### config.mk
export PLATFORM = sky130hd
export DESIGN_NAME = sync_shift_port
export DESIGN_NICKNAME = d
export VERILOG_FILES = /design/src/rtl/ssp_pkg.sv /design/src/rtl/ssp_regs.sv /design/src/rtl/ssp_timer.sv /design/src/rtl/ssp_shifter.sv /design/src/rtl/sync_shift_port.sv
export SDC_FILE = /design/constraint.sdc
export NUM_CORES = 1
export LEC_CHECK = 0
export BUFFER_PORTS_ARGS = -buffer_cell sky130_fd_sc_hd__buf_4
export CAP_MARGIN = 15
export CORE_MARGIN = 1
export CORE_UTILIZATION = 35
export DETAILED_ROUTE_END_ITERATION = 16
export PLACE_DENSITY = 0.67
export SLEW_MARGIN = 15
export SYNTH_ARGS = -nofsm -noshare
export SYNTH_HDL_FRONTEND = slang
export SYNTH_HIERARCHICAL = 1
export SYNTH_SLANG_ARGS = --single-unit
### constraint.sdc
create_clock -name clk_i -period 3.7 [get_ports clk_i]
set_clock_uncertainty 0.1 [all_clocks]
set_input_delay 0.37 -clock clk_i [delete_from_list [all_inputs] [get_ports clk_i]]
set_output_delay 0.37 -clock clk_i [all_outputs]
set_load 0.03 [all_outputs]
### src/rtl/ssp_pkg.sv
package ssp_pkg;

  localparam logic [1:0] MODE_SHIFT = 2'b00;

  localparam int unsigned BIT_RX_DONE = 0;
  localparam int unsigned BIT_TX_DONE = 1;
  localparam int unsigned BIT_RX_EN   = 4;
  localparam int unsigned BIT_FAST    = 5;
  localparam int unsigned BIT_MODE_LO = 6;

  typedef struct packed {
    logic [1:0] mode;
    logic       fast;
    logic       rx_en;
    logic       tx_done;
    logic       rx_done;
  } ctrl_t;

  function automatic logic [7:0] ctrl_pack(ctrl_t c);
    logic [7:0] v;
    v = '0;
    v[BIT_MODE_LO +: 2] = c.mode;
    v[BIT_FAST]         = c.fast;
    v[BIT_RX_EN]        = c.rx_en;
    v[BIT_TX_DONE]      = c.tx_done;
    v[BIT_RX_DONE]      = c.rx_done;
    return v;
  endfunction

endpackage

### src/rtl/ssp_regs.sv
module ssp_regs
  import ssp_pkg::*;
(
  input  logic       clk_i,
  input  logic       rst_ni,
  input  logic       we_i,
  input  logic [7:0] wdata_i,
  input  logic       set_tx_i,
  input  logic       set_rx_i,
  output ctrl_t      ctrl_o
);

  ctrl_t ctrl_q;

  always_ff @(posedge clk_i or negedge rst_ni) begin
    if (!rst_ni) begin
      ctrl_q <= '0;
    end else begin
      if (we_i) begin
        ctrl_q.mode    <= wdata_i[BIT_MODE_LO +: 2];
        ctrl_q.fast    <= wdata_i[BIT_FAST];
        ctrl_q.rx_en   <= wdata_i[BIT_RX_EN];
        ctrl_q.tx_done <= wdata_i[BIT_TX_DONE];
        ctrl_q.rx_done <= wdata_i[BIT_RX_DONE];
      end
      // hardware set wins over a same-cycle software clear
      if (set_tx_i) ctrl_q.tx_done <= 1'b1;
      if (set_rx_i) ctrl_q.rx_done <= 1'b1;
    end
  end

  assign ctrl_o = ctrl_q;

endmodule

### src/rtl/ssp_timer.sv
module ssp_timer #(
  parameter int unsigned SLOW_DIV = 12,
  parameter int unsigned FAST_DIV = 4
) (
  input  logic clk_i,
  input  logic rst_ni,
  input  logic start_i,
  input  logic fast_i,
  input  logic busy_i,
  output logic rise_o,
  output logic end_o,
  output logic sclk_o
);

  localparam int unsigned MAX_DIV = (SLOW_DIV > FAST_DIV) ? SLOW_DIV : FAST_DIV;
  localparam int unsigned DW      = $clog2(MAX_DIV + 1);
  localparam logic [DW-1:0] SLOW_L = DW'(SLOW_DIV);
  localparam logic [DW-1:0] FAST_L = DW'(FAST_DIV);
  localparam logic [DW-1:0] ONE_L  = DW'(1);

  generate
    if (SLOW_DIV < 2 || FAST_DIV < 2 || (SLOW_DIV % 2) != 0 || (FAST_DIV % 2) != 0) begin : g_bad_div
      $error("ssp_timer: dividers must be even and at least 2");
    end
  endgenerate

  logic [DW-1:0] div_q;
  logic [DW-1:0] phase_q;
  logic [DW-1:0] half;

  assign half   = div_q >> 1;
  assign rise_o = busy_i && (phase_q == half - ONE_L);
  assign end_o  = busy_i && (phase_q == div_q - ONE_L);
  assign sclk_o = !busy_i || (phase_q >= half);

  always_ff @(posedge clk_i or negedge rst_ni) begin
    if (!rst_ni) begin
      div_q   <= SLOW_L;
      phase_q <= '0;
    end else if (start_i) begin
      div_q   <= fast_i ? FAST_L : SLOW_L;
      phase_q <= '0;
    end else if (busy_i) begin
      phase_q <= end_o ? '0 : phase_q + ONE_L;
    end else begin
      phase_q <= '0;
    end
  end

endmodule

### src/rtl/ssp_shifter.sv
module ssp_shifter #(
  parameter int unsigned DATA_W = 8
) (
  input  logic              clk_i,
  input  logic              rst_ni,
  input  logic              start_tx_i,
  input  logic              start_rx_i,
  input  logic [DATA_W-1:0] tx_word_i,
  input  logic              abort_i,
  input  logic              rise_i,
  input  logic              end_i,
  input  logic              sdat_i,
  output logic              busy_o,
  output logic              tx_o,
  output logic              sdat_o,
  output logic              tx_done_o,
  output logic              rx_done_o,
  output logic [DATA_W-1:0] rx_data_o
);

  localparam int unsigned CW = (DATA_W > 1) ? $clog2(DATA_W) : 1;
  localparam logic [CW-1:0] LAST_L = CW'(DATA_W - 1);

  logic              busy_q;
  logic              tx_q;
  logic [CW-1:0]     bit_q;
  logic [DATA_W-1:0] sh_q;
  logic [DATA_W-1:0] rx_q;
  logic              last;

  assign last      = (bit_q == LAST_L);
  assign tx_done_o = busy_q && tx_q && end_i && last;
  assign rx_done_o = busy_q && !tx_q && !abort_i && end_i && last;

  always_ff @(posedge clk_i or negedge rst_ni) begin
    if (!rst_ni) begin
      busy_q <= 1'b0;
      tx_q   <= 1'b0;
      bit_q  <= '0;
      sh_q   <= '0;
      rx_q   <= '0;
    end else if (busy_q) begin
      if (abort_i) begin
        busy_q <= 1'b0;
      end else begin
        if (rise_i && !tx_q) sh_q <= {sdat_i, sh_q[DATA_W-1:1]};
        if (end_i) begin
          if (last) begin
            busy_q <= 1'b0;
            if (!tx_q) rx_q <= sh_q;
          end else begin
            bit_q <= bit_q + CW'(1);
          end
          if (tx_q) sh_q <= {1'b1, sh_q[DATA_W-1:1]};
        end
      end
    end else if (start_tx_i) begin
      busy_q <= 1'b1;
      tx_q   <= 1'b1;
      bit_q  <= '0;
      sh_q   <= tx_word_i;
    end else if (start_rx_i) begin
      busy_q <= 1'b1;
      tx_q   <= 1'b0;
      bit_q  <= '0;
    end
  end

  assign busy_o    = busy_q;
  assign tx_o      = tx_q;
  assign sdat_o    = (busy_q && tx_q) ? sh_q[0] : 1'b1;
  assign rx_data_o = rx_q;

endmodule

### src/rtl/sync_shift_port.sv
module sync_shift_port
  import ssp_pkg::*;
#(
  parameter int unsigned DATA_W   = 8,
  parameter int unsigned SLOW_DIV = 12,
  parameter int unsigned FAST_DIV = 4
) (
  input  logic              clk_i,
  input  logic              rst_ni,
  input  logic              ctrl_we_i,
  input  logic [7:0]        ctrl_wdata_i,
  input  logic              data_we_i,
  input  logic [DATA_W-1:0] data_wdata_i,
  input  logic              sdat_i,
  output logic [7:0]        ctrl_o,
  output logic [DATA_W-1:0] rx_data_o,
  output logic              sclk_o,
  output logic              sdat_o,
  output logic              sdat_oe_o
);

  ctrl_t ctrl;
  logic  busy, is_tx, mode_ok;
  logic  start_tx, start_rx, abort;
  logic  rise, bit_end;
  logic  set_tx, set_rx;

  assign mode_ok  = (ctrl.mode == MODE_SHIFT);
  assign start_tx = !busy && mode_ok && data_we_i;
  assign start_rx = !busy && mode_ok && !data_we_i && ctrl.rx_en && !ctrl.rx_done;
  assign abort    = busy && !is_tx && !ctrl.rx_en;

  ssp_regs u_regs (
    .clk_i    (clk_i),
    .rst_ni   (rst_ni),
    .we_i     (ctrl_we_i),
    .wdata_i  (ctrl_wdata_i),
    .set_tx_i (set_tx),
    .set_rx_i (set_rx),
    .ctrl_o   (ctrl)
  );

  ssp_timer #(
    .SLOW_DIV (SLOW_DIV),
    .FAST_DIV (FAST_DIV)
  ) u_timer (
    .clk_i   (clk_i),
    .rst_ni  (rst_ni),
    .start_i (start_tx || start_rx),
    .fast_i  (ctrl.fast),
    .busy_i  (busy),
    .rise_o  (rise),
    .end_o   (bit_end),
    .sclk_o  (sclk_o)
  );

  ssp_shifter #(
    .DATA_W (DATA_W)
  ) u_shift (
    .clk_i      (clk_i),
    .rst_ni     (rst_ni),
    .start_tx_i (start_tx),
    .start_rx_i (start_rx),
    .tx_word_i  (data_wdata_i),
    .abort_i    (abort),
    .rise_i     (rise),
    .end_i      (bit_end),
    .sdat_i     (sdat_i),
    .busy_o     (busy),
    .tx_o       (is_tx),
    .sdat_o     (sdat_o),
    .tx_done_o  (set_tx),
    .rx_done_o  (set_rx),
    .rx_data_o  (rx_data_o)
  );

  assign sdat_oe_o = busy && is_tx;
  assign ctrl_o    = ctrl_pack(ctrl);

endmodule

**Word-level counts from Yosys, hierarchy flattened**

Index checks and enable logic that the tools add are counted.
W data, S select, Z words.

- Multiplexer cells: 28
- Reductions and logical operators: 34
- $lt $le $gt $ge: 1
- $add $sub $neg: 4
- Equal/unequal tests: 6
- Bitwise gates (word level): 3

Operator list:

| cell | number |
|---|---|
| $mux W8 | 6 |
| $mux W3 | 6 |
| $logic_and A1 B1 Y1 | 16 |
| $mux W4 | 4 |
| $mux W1 | 11 |
| $eq A4 B4 Y1 | 2 |
| $reduce_bool A2 Y1 | 4 |
| $logic_not A1 Y1 | 6 |
| $reduce_and A5 Y1 | 1 |
| $add A4 B1 Y4 const B | 1 |
| $ge A4 B3 Y1 | 1 |
| $ne A2 B2 Y1 const B | 2 |
| $reduce_and A2 Y1 | 2 |
| $reduce_and A4 Y1 | 1 |
| $sub A3 B1 Y4 const B | 1 |
| $sub A4 B1 Y4 const B | 1 |
| $add A3 B1 Y3 const B | 1 |
| $eq A3 B3 Y1 const B | 1 |
| $not A1 Y1 | 3 |
| $reduce_bool A3 Y1 | 1 |
| $logic_not A2 Y1 | 1 |
| $logic_or A1 B1 Y1 | 2 |
| $mux W2 | 1 |
| $ne A2 B1 Y1 const B | 1 |

- Output and inout bits: 19
- Bits of input ports: 21
- Word-level logic and storage cells: 88
- Flip-flop bits (word level): 35

**Logic depth before layout (Yosys ltp)**

Gate-level depths: netlist of run 1.

- Depth in word-level cells: 9
- Depth in mapped cells: 7
- Gate-level depth less buffers: 6

**Hierarchy**

The synthesis of run 1 kept the hierarchy.

Modules (own cells, without submodules):

| module | seq. area each (um2) | instances | cells an instance | area each (um2) |
|---|---|---|---|---|
| ssp_shifter | 525.5 | 1 | 115 | 1258.7 |
| ssp_timer | 126.4 | 1 | 30 | 300.3 |
| ssp_regs | 150.1 | 1 | 15 | 236.5 |
| sync_shift_port | 0.0 | 1 | 10 | 72.6 |

**Least setup slack after synthesis of run 1**

Ideal clock, no wire load.

- Kind: register to register
- Start: register u_timer.div_q[3]
- End: register u_shift.rx_q[0], in the netlist u_shift/rx_data_o[0]
- Library setup time: 0.125 ns
- Path buffers: 1
- Data required time: 3.475 ns
- Period minus slack after synthesis: 2.319 ns
- Stages on the path, launching flop included: 7
- Data arrival time: 2.094 ns
- Slack: 1.381 ns
- Path through: dfstp_2 xor2_1 nor4b_1 and2_1 nor3b_2 buf_6 mux2_4

- Longest elaborated chain between the ends: 4

Ends and longest elaborated chain:

| what | RTL line | text |
|---|---|---|
| start: declaration | ssp_timer.sv:27 | `logic [DW-1:0] div_q;` |
| start signal: assignment | ssp_timer.sv:41 | `div_q <= fast_i ? FAST_L : SLOW_L;` |
| $sub A4 B1 Y4 | ssp_timer.sv:33 | `assign end_o = busy_i && (phase_q == div_q - ONE_L);` |
| $eq A4 B4 Y1 | ssp_timer.sv:33 |  |
| $logic_and A1 B1 Y1 | ssp_timer.sv:33 |  |
| net bit_end | sync_shift_port.sv:25 | `logic rise, bit_end;` |
| $reduce_and A5 Y1 (no source line) | - |  |
| end signal: assignment | ssp_shifter.sv:50 | `if (!tx_q) rx_q <= sh_q;` |
| end: declaration | ssp_shifter.sv:28 | `logic [DATA_W-1:0] rx_q;` |

The timed path passes the listed nets, and every way through them passes these cells.
A chain may end at the register's enable or synchronous reset.

**Worst setup path after layout of run 1**

- Start: register u_timer.div_q[3]
- End: register u_shift.rx_q[2], in the netlist u_shift/rx_data_o[2]

Same word-level chain as after synthesis.

==> impl_metrics.py, run 1 <==
metrics = {
    "power_and_ir_drop": {
        "peakVddDrop_uv": 385,
        "clockPowerShare_pct": 20.0,
        "p_leak_uw": 0.00104,
        "p_switching_uw": 575,
        "pwr-share-seq_pct": 38.0,
        "powerDensity_nw_per_um2": 639,
        "switching_share_pct": 39.7,
        "p_comb_share_pct": 42.1,
        "p_int_uw": 872,
    },
    "cts": {
        "numClockSinks": 32,
        "path_clk_slew_ns": 0.06,
        "clk_latency_ns": 0.28,
        "root_buffer": "clkbuf_8",
        "cts_setup_buffers": 0,
        "cts_tree": "yes",
        "cts_buffers": 5,
        "cts_max_path_buffers": 2,
        "htree_num_levels": 2,
    },
    "die": {
        "initial_utilization_pct": 36.6,
        "rows": 26,
        "die_area_um2": 5630,
        "dieHeight_um": 75.1,
        "die_w_um": 75.1,
        "core-area_um2": 5110,
        "ios": 40,
    },
    "logic_synthesis": {
        "synth_area_leaders": "dfrtp_1, mux2_4, a221oi_2",
        "async_reset_ff_share_pct": 100,
        "yosys.cell_types.count": 44,
        "syn_inst": 170,
        "yosysMostFrequentCell": "dfrtp_1",
        "synth_edf_count": 0,
        "synthTopCellsByCount": "dfrtp_1, inv_1, o21ai_0",
        "synth.top_cell.area_share_pct": 41.5,
        "syn_area_um2": 1870,
        "synthFlopType": "dfrtp_1",
        "synth_seq_cells": 32,
        "ys_warn_count": 6,
        "ys_seq_area_share_pct": 42.9,
        "syn_area_per_cell_um2": 11.0,
        "synth_top_area_cell": "dfrtp_1",
    },
    "final_layout": {
        "layout.nets": 233,
        "drive_gt1_share_pct": 35.4,
        "antenna_cells": 0,
        "syn_to_final_growth_pct": 21.3,
    },
    "timing": {
        "finalSetupViolations": 0,
        "tightest_slew_ns": 1.08,
        "min_period_ns": 2.75,
        "slew_viol_final": 0,
        "clock.fmax_ghz": 0.363,
        "relSlewSlack_pct": 27.4,
        "finalCritPeriodShare_pct": 74.4,
        "rsz0062_at_grt": "no",
        "hold_viol": 0,
        "hold_ws_ns": 0.207,
        "fin_tns_setup_ns": 0,
    },
    "setup_path": {
        "worst-setup-path-type": "reg2reg",
        "critPathArrivalTime_ns": 2.82,
        "worstPathRequired_ns": 3.77,
        "endpoint_kind": "flop",
        "start_kind": "flop",
        "cpPeakStageDelay_ns": 0.88,
        "cp_max_fo": 9,
        "crit_chain": "xor2_1, nor4b_1, buf_4, and2_1, nor3b_2, mux2_4",
        "slowest_stage": "nor3b_2",
    },
    "grt": {
        "antenna_found_initial": 0,
        "gr-total-overflow": 0,
        "grt_pass1_vias": 1335,
        "grt_start_max_net_pins": 33,
        "grt_pass1_wl_um": 5940,
        "grt_usage_pct": 14.4,
    },
    "route": {
        "dr.pass1.iters": 4,
        "wire_per_inst_um": 13.6,
        "vias": 1357,
        "drcViolationCount": 0,
        "vias_per_cell": 4.92,
        "antenna_left": 0,
        "wl_um": 3760,
        "first_iter_violations": 24,
    },
    "place": {
        "hpwl_um": 2640,
        "gp_congestion": 0.778,
        "io_buffers": 35,
    },
    "job": {
        "max_cap_violations": 0,
    },
    "status": {
        "outcome": "complete, no violations",
    },
    "hold_path": {
        "holdCritPathClass": "in2reg",
    },
}
[layout by cell type, fill, tap and decap left out, drive strengths merged, types with 2 or more instances in the layout]
master | Yosys | final
nor3 | 2 | 2
nand2b | 2 | 2
and3 | 2 | 2
and2 | 4 | 4
nand3 | 5 | 5
mux2 | 13 | 13
conb | 1 | 2
a211oi | 7 | 7
or3b | 7 | 7
nor2b | 5 | 5
nor2 | 8 | 8
nor3b | 3 | 3
o21ai | 13 | 13
inv | 16 | 16
dfrtp | 31 | 31
a211o | 2 | 2
mux2i | 2 | 2
buf | 11 | 38
ha | 6 | 6
nor4b | 2 | 2
clkbuf | 0 | 7
a221oi | 7 | 7
nand2 | 8 | 8
xor2 | 2 | 2
[flip-flops by register name, indices dropped and copies added (netlist names)]
| register | cells |
|---|---|
| u_timer/div_q | 1 |
| u_timer/phase_q | 4 |
| u_shift/sh_q | 8 |
| u_shift/tx_o | 1 |
| u_regs/ctrl_o | 6 |
| u_shift/busy_o | 1 |
| u_shift/bit_q | 3 |
| u_shift/rx_data_o | 8 |
[through the flow]
| step | setup WS, ns | instance area (um^2) | power, uW | util [%] | instances |
|---|---|---|---|---|---|
| 2_1_floorplan | 1.38 | 1870 | 1030 | - | 171 |
| 3_3_place_gp | 0.918 | 2160 | 1150 | 42.3 | 268 |
| 3_5_place_dp | 0.913 | 2160 | 1170 | 42.3 | 268 |
| 4_1_cts | 0.908 | 2270 | 1460 | 44.4 | 276 |
| 5_1_grt | 0.788 | 2270 | 1550 | 44.4 | 276 |
| 6_report | 0.946 | 2270 | 1450 | 44.4 | 276 |
[power groups by stage]
stage          registers [uW]  clock network (uW)  logic, uW
6_report                  550                 289        609
5_1_grt                   563                 313        676
4_1_cts                   551                 299        615
3_3_place_gp              551                   0        595
3_5_place_dp              557                   0        613
2_1_floorplan             533                   0        497
[final timing paths]
path,startpoint,to,slack (ns),depth (start not counted)
max,u_timer/div_q[3],u_shift/rx_data_o[2],0.95,6
min,ctrl_wdata_i[1],u_regs/ctrl_o[1],0.21,2
max reg2reg,u_timer/div_q[3],u_shift/rx_data_o[2],0.95,6
min reg2reg,u_regs/ctrl_o[3],u_timer/div_q[3],0.35,1
max in group asynchronous,rst_ni,u_timer/div_q[3],2.70,2
min in group asynchronous,rst_ni,u_shift/rx_data_o[1],0.46,2
[timing repair]
action,4_1_cts,5_1_grt
resized for setup,0,0
setup endpoints to repair,0,0
endpoints found under the hold margin,31,0
hold buffers,1,0
[area by class of cell]
cell class | count | area (um^2)
Inverter | 16 | 60.1
Sequential cell | 32 | 802
Tap cell | 70 | 87.6
Multi-Input combinational cell | 112 | 925
Clock buffer | 7 | 96.3
Timing Repair Buffer | 39 | 295
Fill cell | 507 | 2840
[critical path, delay by kind of cell, from the launching register on]
| family | cells | cell delay, ns |
|---|---|---|
| buffers and inverters | 1 | 0.20 |
| flip-flops | 1 | 0.55 |
| XOR/XNOR | 1 | 0.09 |
| multiplexers | 1 | 0.35 |
| AND/OR/NAND/NOR | 3 | 1.34 |
[metal layers]
layer  track usage [%]  routed length [um]  vias up
met1              17.9                1830      646
met5                 0                   0        -
met3              4.42                 206        7
met2              22.6                1650       37
met4              6.92                  68        0
li1                  -                   -      667
[cell families after synthesis]
kind of cell / synth area share [%]
buffers and inverters: 7.77
DFF: 42.9
adders and majority gates: 4.02
AOI/OAI and AO/OA: 15.9
other: 0.201
xor gates and xnor gates: 1.41
and+or+nand+nor: 17.1
muxes: 10.7
(Power assumes the default switching activity.)
==> run 2, diff against run 1 <==
Clock period 3.7 ns to 2.8 ns, I/O delays scaled along.
==> run 2 against run 1 <==
Design area is 0.72% higher. Clock-buffer cell count grew 1. Fmax up 20%. Sequential share of layout area shrank 0.25 points. Sequential power is 30% higher. Die area unchanged. Setup slack worse by 0.45 ns. Clock power increased by 24%. Global-route usage increased by 0.71 points. Combinational power rose by 38%. Highest routed layer unchanged.
==> impl_metrics.py, run 2 (synthesized netlist as in run 1, its figures left out) <==
metrics = {
    "status": {
        "outcome": "complete, no violations",
    },
    "cts": {
        "numClockSinks": 32,
        "ctsResizeCount": 0,
        "htree_num_levels": 2,
        "cts_buffers": 5,
        "root_buffer": "clkbuf_8",
        "hold_buffers": 1,
        "cts_setup_buffers": 0,
        "path_clk_slew_ns": 0.06,
        "cts_max_path_buffers": 2,
        "cts_tree": "yes",
        "clk_latency_ns": 0.27,
    },
    "final_layout": {
        "antenna_cells": 0,
        "layout.nets": 236,
        "stdcell_area_um2": 2280,
        "final_cell_mix": "buf_4, dfrtp_1, inv_1",
        "final_common_cell": "buf_4",
        "drive_gt1_share_pct": 35.7,
        "final_util_pct": 44.7,
        "syn_to_final_growth_pct": 22.2,
        "fill_cells": 498,
    },
    "grt": {
        "grt_use_met2_pct": 24.1,
        "grt_usage_pct": 15.1,
        "gr-total-overflow": 0,
        "grt_pass1_vias": 1313,
        "grt.met1_usage_pct": 19.6,
        "grt_start_max_net_pins": 33,
        "antenna_found_initial": 0,
        "met3_usage_pct": 4.55,
        "grt_pass1_wl_um": 6310,
        "top_usage_layer": "met2",
    },
    "hold_path": {
        "min_from": "ctrl_wdata_i[0]",
        "hold_end": "u_regs/ctrl_o[0]",
        "hold_depth": 2,
        "holdCritPathClass": "in2reg",
    },
    "setup_path": {
        "cp_max_fo": 8,
        "r2r-end": "u_shift/rx_data_o[1]",
        "reg2reg_from": "u_timer/phase_q[0]",
        "worstPathRequired_ns": 2.86,
        "worst-setup-path-type": "reg2reg",
        "endpoint_kind": "flop",
        "reg2reg_slack_ns": 0.50,
        "start_kind": "flop",
        "critPathArrivalTime_ns": 2.36,
        "ff2ff_path_depth": 7,
    },
    "timing": {
        "hold_ws_ns": 0.123,
        "fin_tns_setup_ns": 0,
        "postLayoutSetupSlackWorst_ns": 0.501,
        "relSlewSlack_pct": 65.7,
        "finalSetupViolations": 0,
        "tightest_slew_ns": 0.515,
        "slew_viol_final": 0,
        "min_period_ns": 2.30,
        "rsz0062_at_grt": "no",
        "hold_viol": 0,
        "clock.fmax_ghz": 0.435,
        "finalCritPeriodShare_pct": 82.1,
    },
    "power_and_ir_drop": {
        "powerDensity_nw_per_um2": 840,
        "p_leak_uw": 0.00105,
        "peakVddDrop_uv": 418,
    },
    "route": {
        "vias": 1375,
        "wl_um": 3860,
        "dr.pass1.iters": 4,
        "first_iter_violations": 75,
        "vias_per_cell": 4.91,
        "drcViolationCount": 0,
        "wire_per_inst_um": 13.8,
        "antenna_left": 0,
    },
    "die": {
        "die_area_um2": 5630,
        "initial_utilization_pct": 36.6,
        "ios": 40,
        "core-area_um2": 5110,
        "rows": 26,
        "dieHeight_um": 75.1,
        "die_w_um": 75.1,
    },
    "job": {
        "max_cap_violations": 0,
    },
    "place": {
        "hpwl_um": 2790,
        "dp_slack_ns": 0.508,
        "postPlaceCellArea_um2": 2180,
        "io_buffers": 35,
        "gp_congestion": 0.782,
    },
}
run 2: cell types whose count changed in the layout (fill, tap and decap cells not counted), sizes merged:
cell    previous run  this run
buf               38        41
clkbuf             7         8
run 2: per-layer routing:
| layer | share of wire, % | wire length [um] |
|---|---|---|
| met5 | 0 | 0 |
| met4 | 0.98 | 38 |
| met3 | 6.1 | 236 |
| met2 | 48 | 1840 |
| met1 | 45 | 1750 |
run 2: how the worst max path moves through the flow:
stage,cells past startpoint,start,endpoint,slack [ns]
finish,7,u_timer/phase_q[0],u_shift/rx_data_o[1],0.50
global route,7,u_timer/phase_q[0],u_shift/rx_data_o[3],0.33
CTS,7,u_timer/phase_q[0],u_shift/rx_data_o[3],0.47
detailed placement,7,u_timer/phase_q[0],u_shift/rx_data_o[1],0.51
global placement,7,u_timer/phase_q[0],u_shift/rx_data_o[7],0.56
floorplan,6,u_timer/div_q[3],u_shift/rx_data_o[0],0.48
run 2: power by group:
part           internal (uW)  leakage [uW]  switching, uW  total, uW
clock                    200     0.0000455            159        359
combinational            362      0.000597            481        843
sequential               585      0.000410            130        715
total                   1150       0.00105            770       1920
run 2: final cells by class:
type | count | area (um^2) | share of cell area [%]
multi-input combinational | 112 | 925 | 40.5
sequential | 32 | 802 | 35.1
tap | 70 | 87.6 | 3.84
timing repair buffer | 42 | 318 | 13.9
clock buffer | 8 | 90.1 | 3.95
inverter | 16 | 60.1 | 2.63
run 2: stage by stage:
step | power (uW) | instances
after floorplan | 1360 | 171
after global placement | 1530 | 271
after detailed placement | 1560 | 271
after CTS | 1940 | 280
after global routing | 2060 | 280
final | 1920 | 280
run 2: worst max-delay path, cell delays in order, from the launching register on:
cell and delay, ns:
dfrtp_1 0.42, ha_1 0.21, inv_1 0.07, nor4b_1 0.35, and2_1 0.24, nor3b_2 0.23, buf_4 0.26, mux2_4 0.32
==> run 3, diff against run 2 <==
Settings changed: ABC_AREA set to 1, PLACE_DENSITY 0.67 to 0.68.
Clock period 2.8 ns to 2.3 ns, I/O delays scaled along.
==> run 3 against run 2 <==
Global-route usage up 0.45 points. Largest cell class unchanged. Largest power group unchanged. Critical endpoint is now u_shift/sh_q[6]. Power is 25% higher. Fmax rose by 18%. Wire length fell by 6.5%. Core utilization rose by 1.2 points. Combinational power up 23%. Synthesized cell count rose by 27%. First-iteration DRC count up 12%.
==> impl_metrics.py, run 3 <==
metrics = {
    "status": {
        "outcome": "complete, no violations",
    },
    "cts": {
        "path_clk_slew_ns": 0.07,
        "cts_buffers": 5,
        "root_buffer": "clkbuf_8",
        "cts_tree": "yes",
        "numClockSinks": 32,
        "clk_latency_ns": 0.28,
        "cts_max_path_buffers": 2,
        "htree_num_levels": 2,
    },
    "timing": {
        "rsz0062_at_grt": "no",
        "clock.fmax_ghz": 0.513,
        "min_period_ns": 1.95,
        "finalSetupViolations": 0,
        "finalCritPeriodShare_pct": 84.7,
        "postLayoutSetupSlackWorst_ns": 0.352,
        "slew_viol_final": 0,
        "hold_viol": 0,
        "fin_tns_setup_ns": 0,
    },
    "logic_synthesis": {
        "synthFlopType": "dfrtp_1",
        "synth_top_family_by_area": "simple AND/OR/NAND/NOR gates",
        "synthTopCellsByCount": "nand2_1, dfrtp_1, inv_1",
        "yosysMostFrequentCell": "nand2_1",
        "syn_area_um2": 1780,
        "syn_inst": 216,
        "ys_warn_count": 6,
        "synth_area_leaders": "dfrtp_1, nand2_1, nand3_1",
        "ys_seq_area_share_pct": 45.0,
        "synth-simple-area-share_pct": 29.5,
        "synth_compound_area_share_pct": 11.6,
        "synth_top_area_cell": "dfrtp_1",
        "syn_area_per_cell_um2": 8.24,
        "synth_edf_count": 0,
        "synth.area.mux_share_pct": 0,
        "synth-xor-area-share_pct": 0.492,
        "synth.top_cell.area_share_pct": 43.6,
        "synth_seq_cells": 32,
        "async_reset_ff_share_pct": 100,
        "yosys.cell_types.count": 27,
        "synth_fa_ha_area_share_pct": 4.22,
    },
    "setup_path": {
        "endpoint_kind": "flop",
        "ff2ff_path_depth": 9,
        "cp_max_fo": 9,
        "worstPathRequired_ns": 2.38,
        "reg2reg_from": "u_timer/div_q[3]",
        "start_kind": "flop",
        "reg2reg_slack_ns": 0.35,
        "worst-setup-path-type": "reg2reg",
        "r2r-end": "u_shift/sh_q[6]",
        "critPathArrivalTime_ns": 2.02,
    },
    "place": {
        "dp.cells": 314,
        "dp_slack_ns": 0.363,
        "hpwl_um": 2660,
        "io_buffers": 35,
        "gp_congestion": 0.825,
    },
    "final_layout": {
        "fill_cells": 509,
        "final_cell_mix": "nand2_1, buf_4, dfrtp_1",
        "drive_gt1_share_pct": 30.5,
        "syn_to_final_growth_pct": 24.1,
        "final_common_cell": "nand2_1",
        "layout.nets": 282,
        "instances_no_fill": 323,
        "antenna_cells": 0,
    },
    "hold_path": {
        "hold_depth": 3,
        "holdCritPathClass": "in2reg",
        "hold_end": "u_regs/ctrl_o[4]",
        "min_from": "ctrl_wdata_i[6]",
    },
    "grt": {
        "antenna_found_initial": 0,
        "grt_start_max_net_pins": 33,
        "grt_pass1_vias": 1455,
        "grt_usage_pct": 15.5,
        "grt_pass1_wl_um": 6380,
        "gr-total-overflow": 0,
    },
    "power_and_ir_drop": {
        "powerDensity_nw_per_um2": 1090,
        "power_uw": 2400,
        "p_leak_uw": 0.00115,
        "peakVddDrop_uv": 330,
    },
    "route": {
        "wl_um": 3610,
        "dr.pass1.iters": 4,
        "first_iter_violations": 84,
        "drcViolationCount": 0,
        "antenna_left": 0,
        "wire_per_inst_um": 11.2,
        "vias_per_cell": 4.63,
        "vias": 1494,
    },
    "job": {
        "max_cap_violations": 0,
    },
    "die": {
        "initial_utilization_pct": 37.0,
        "rows": 25,
        "die_w_um": 73.3,
        "core-area_um2": 4820,
        "ios": 40,
        "dieHeight_um": 73.3,
        "die_area_um2": 5380,
    },
}
## run 3: changes by cell type after synthesis, sizes merged, moves of 4 or more
cell | before | now
nand2 | 8 | 62
buf | 11 | 6
nor2 | 8 | 20
nand3 | 5 | 22
nor2b | 5 | 0
mux2 | 13 | 0
a21oi | 1 | 10
a221oi | 7 | 0
o21ai | 13 | 19
inv | 16 | 29
or3b | 7 | 0
a211oi | 7 | 0
and2 | 4 | 0
## run 3: layout make-up
class                      count  area (um^2)  area share, %
timing repair buffer          37          280           12.7
clock buffer                   5         68.8           3.11
sequential                    32          802           36.3
clock inverter                 3         42.5           1.93
inverter                      29          109           4.93
multi-input combinational    150          823           37.3
tap                           67         83.8           3.79
## run 3: worst max-delay path, stage by stage (launching register included)
cell,delay (ns)
dfstp_2,0.55
inv_1,0.06
ha_1,0.29
nand3_1,0.08
nor2_1,0.21
nand2_2,0.18
nand2_2,0.17
nand2_1,0.07
nand3_1,0.09
a21oi_2,0.06
## run 3: how the worst max path moves through the flow
stage | slack (ns) | depth (start not counted) | end | startpoint
2_1_floorplan | 0.61 | 11 | u_shift/rx_data_o[6] | u_timer/phase_q[0]
3_3_place_gp | 0.39 | 9 | u_shift/sh_q[6] | u_timer/div_q[3]
3_5_place_dp | 0.36 | 9 | u_shift/sh_q[6] | u_timer/div_q[3]
4_1_cts | 0.35 | 9 | u_shift/sh_q[6] | u_timer/div_q[3]
5_1_grt | 0.19 | 10 | u_shift/sh_q[6] | u_timer/phase_q[0]
6_report | 0.35 | 9 | u_shift/sh_q[6] | u_timer/div_q[3]
## run 3: logic make-up after synthesis
group           after synthesis
fa+ha+maj                     6
compound gates               30
buf+inv                      35
simple gates                111
xor+xnor                      1
flops                        32
other cells                   1
## run 3: per-stage QoR
stage	cell area [um^2]	hold WS [ns]	util, %
6_report	2210	0.0423	45.9
5_1_grt	2210	0.0605	45.9
4_1_cts	2210	0.0395	45.9
3_5_place_dp	2090	0.0996	43.4
3_3_place_gp	2090	0.0971	43.4
2_1_floorplan	1780	-0.166	-
## run 3: power by group
group	internal, uW	total [uW]	leakage, uW	switching [uW]
registers	705	820	0.000407	115
clock network	320	540	0.0000541	220
logic	384	1040	0.000691	660
## run 3: what timing repair did
item	4_1_cts	5_1_grt
resized for setup	0	0
hold buffers	1	0
setup buffers	0	0
endpoints found under the hold margin	31	0
## run 3: layer usage
metal,GRT usage (%),share of wire (%)
met5,0,0
met4,6.62,1.8
met3,3.43,4.3
met2,24.3,46
met1,20.7,48
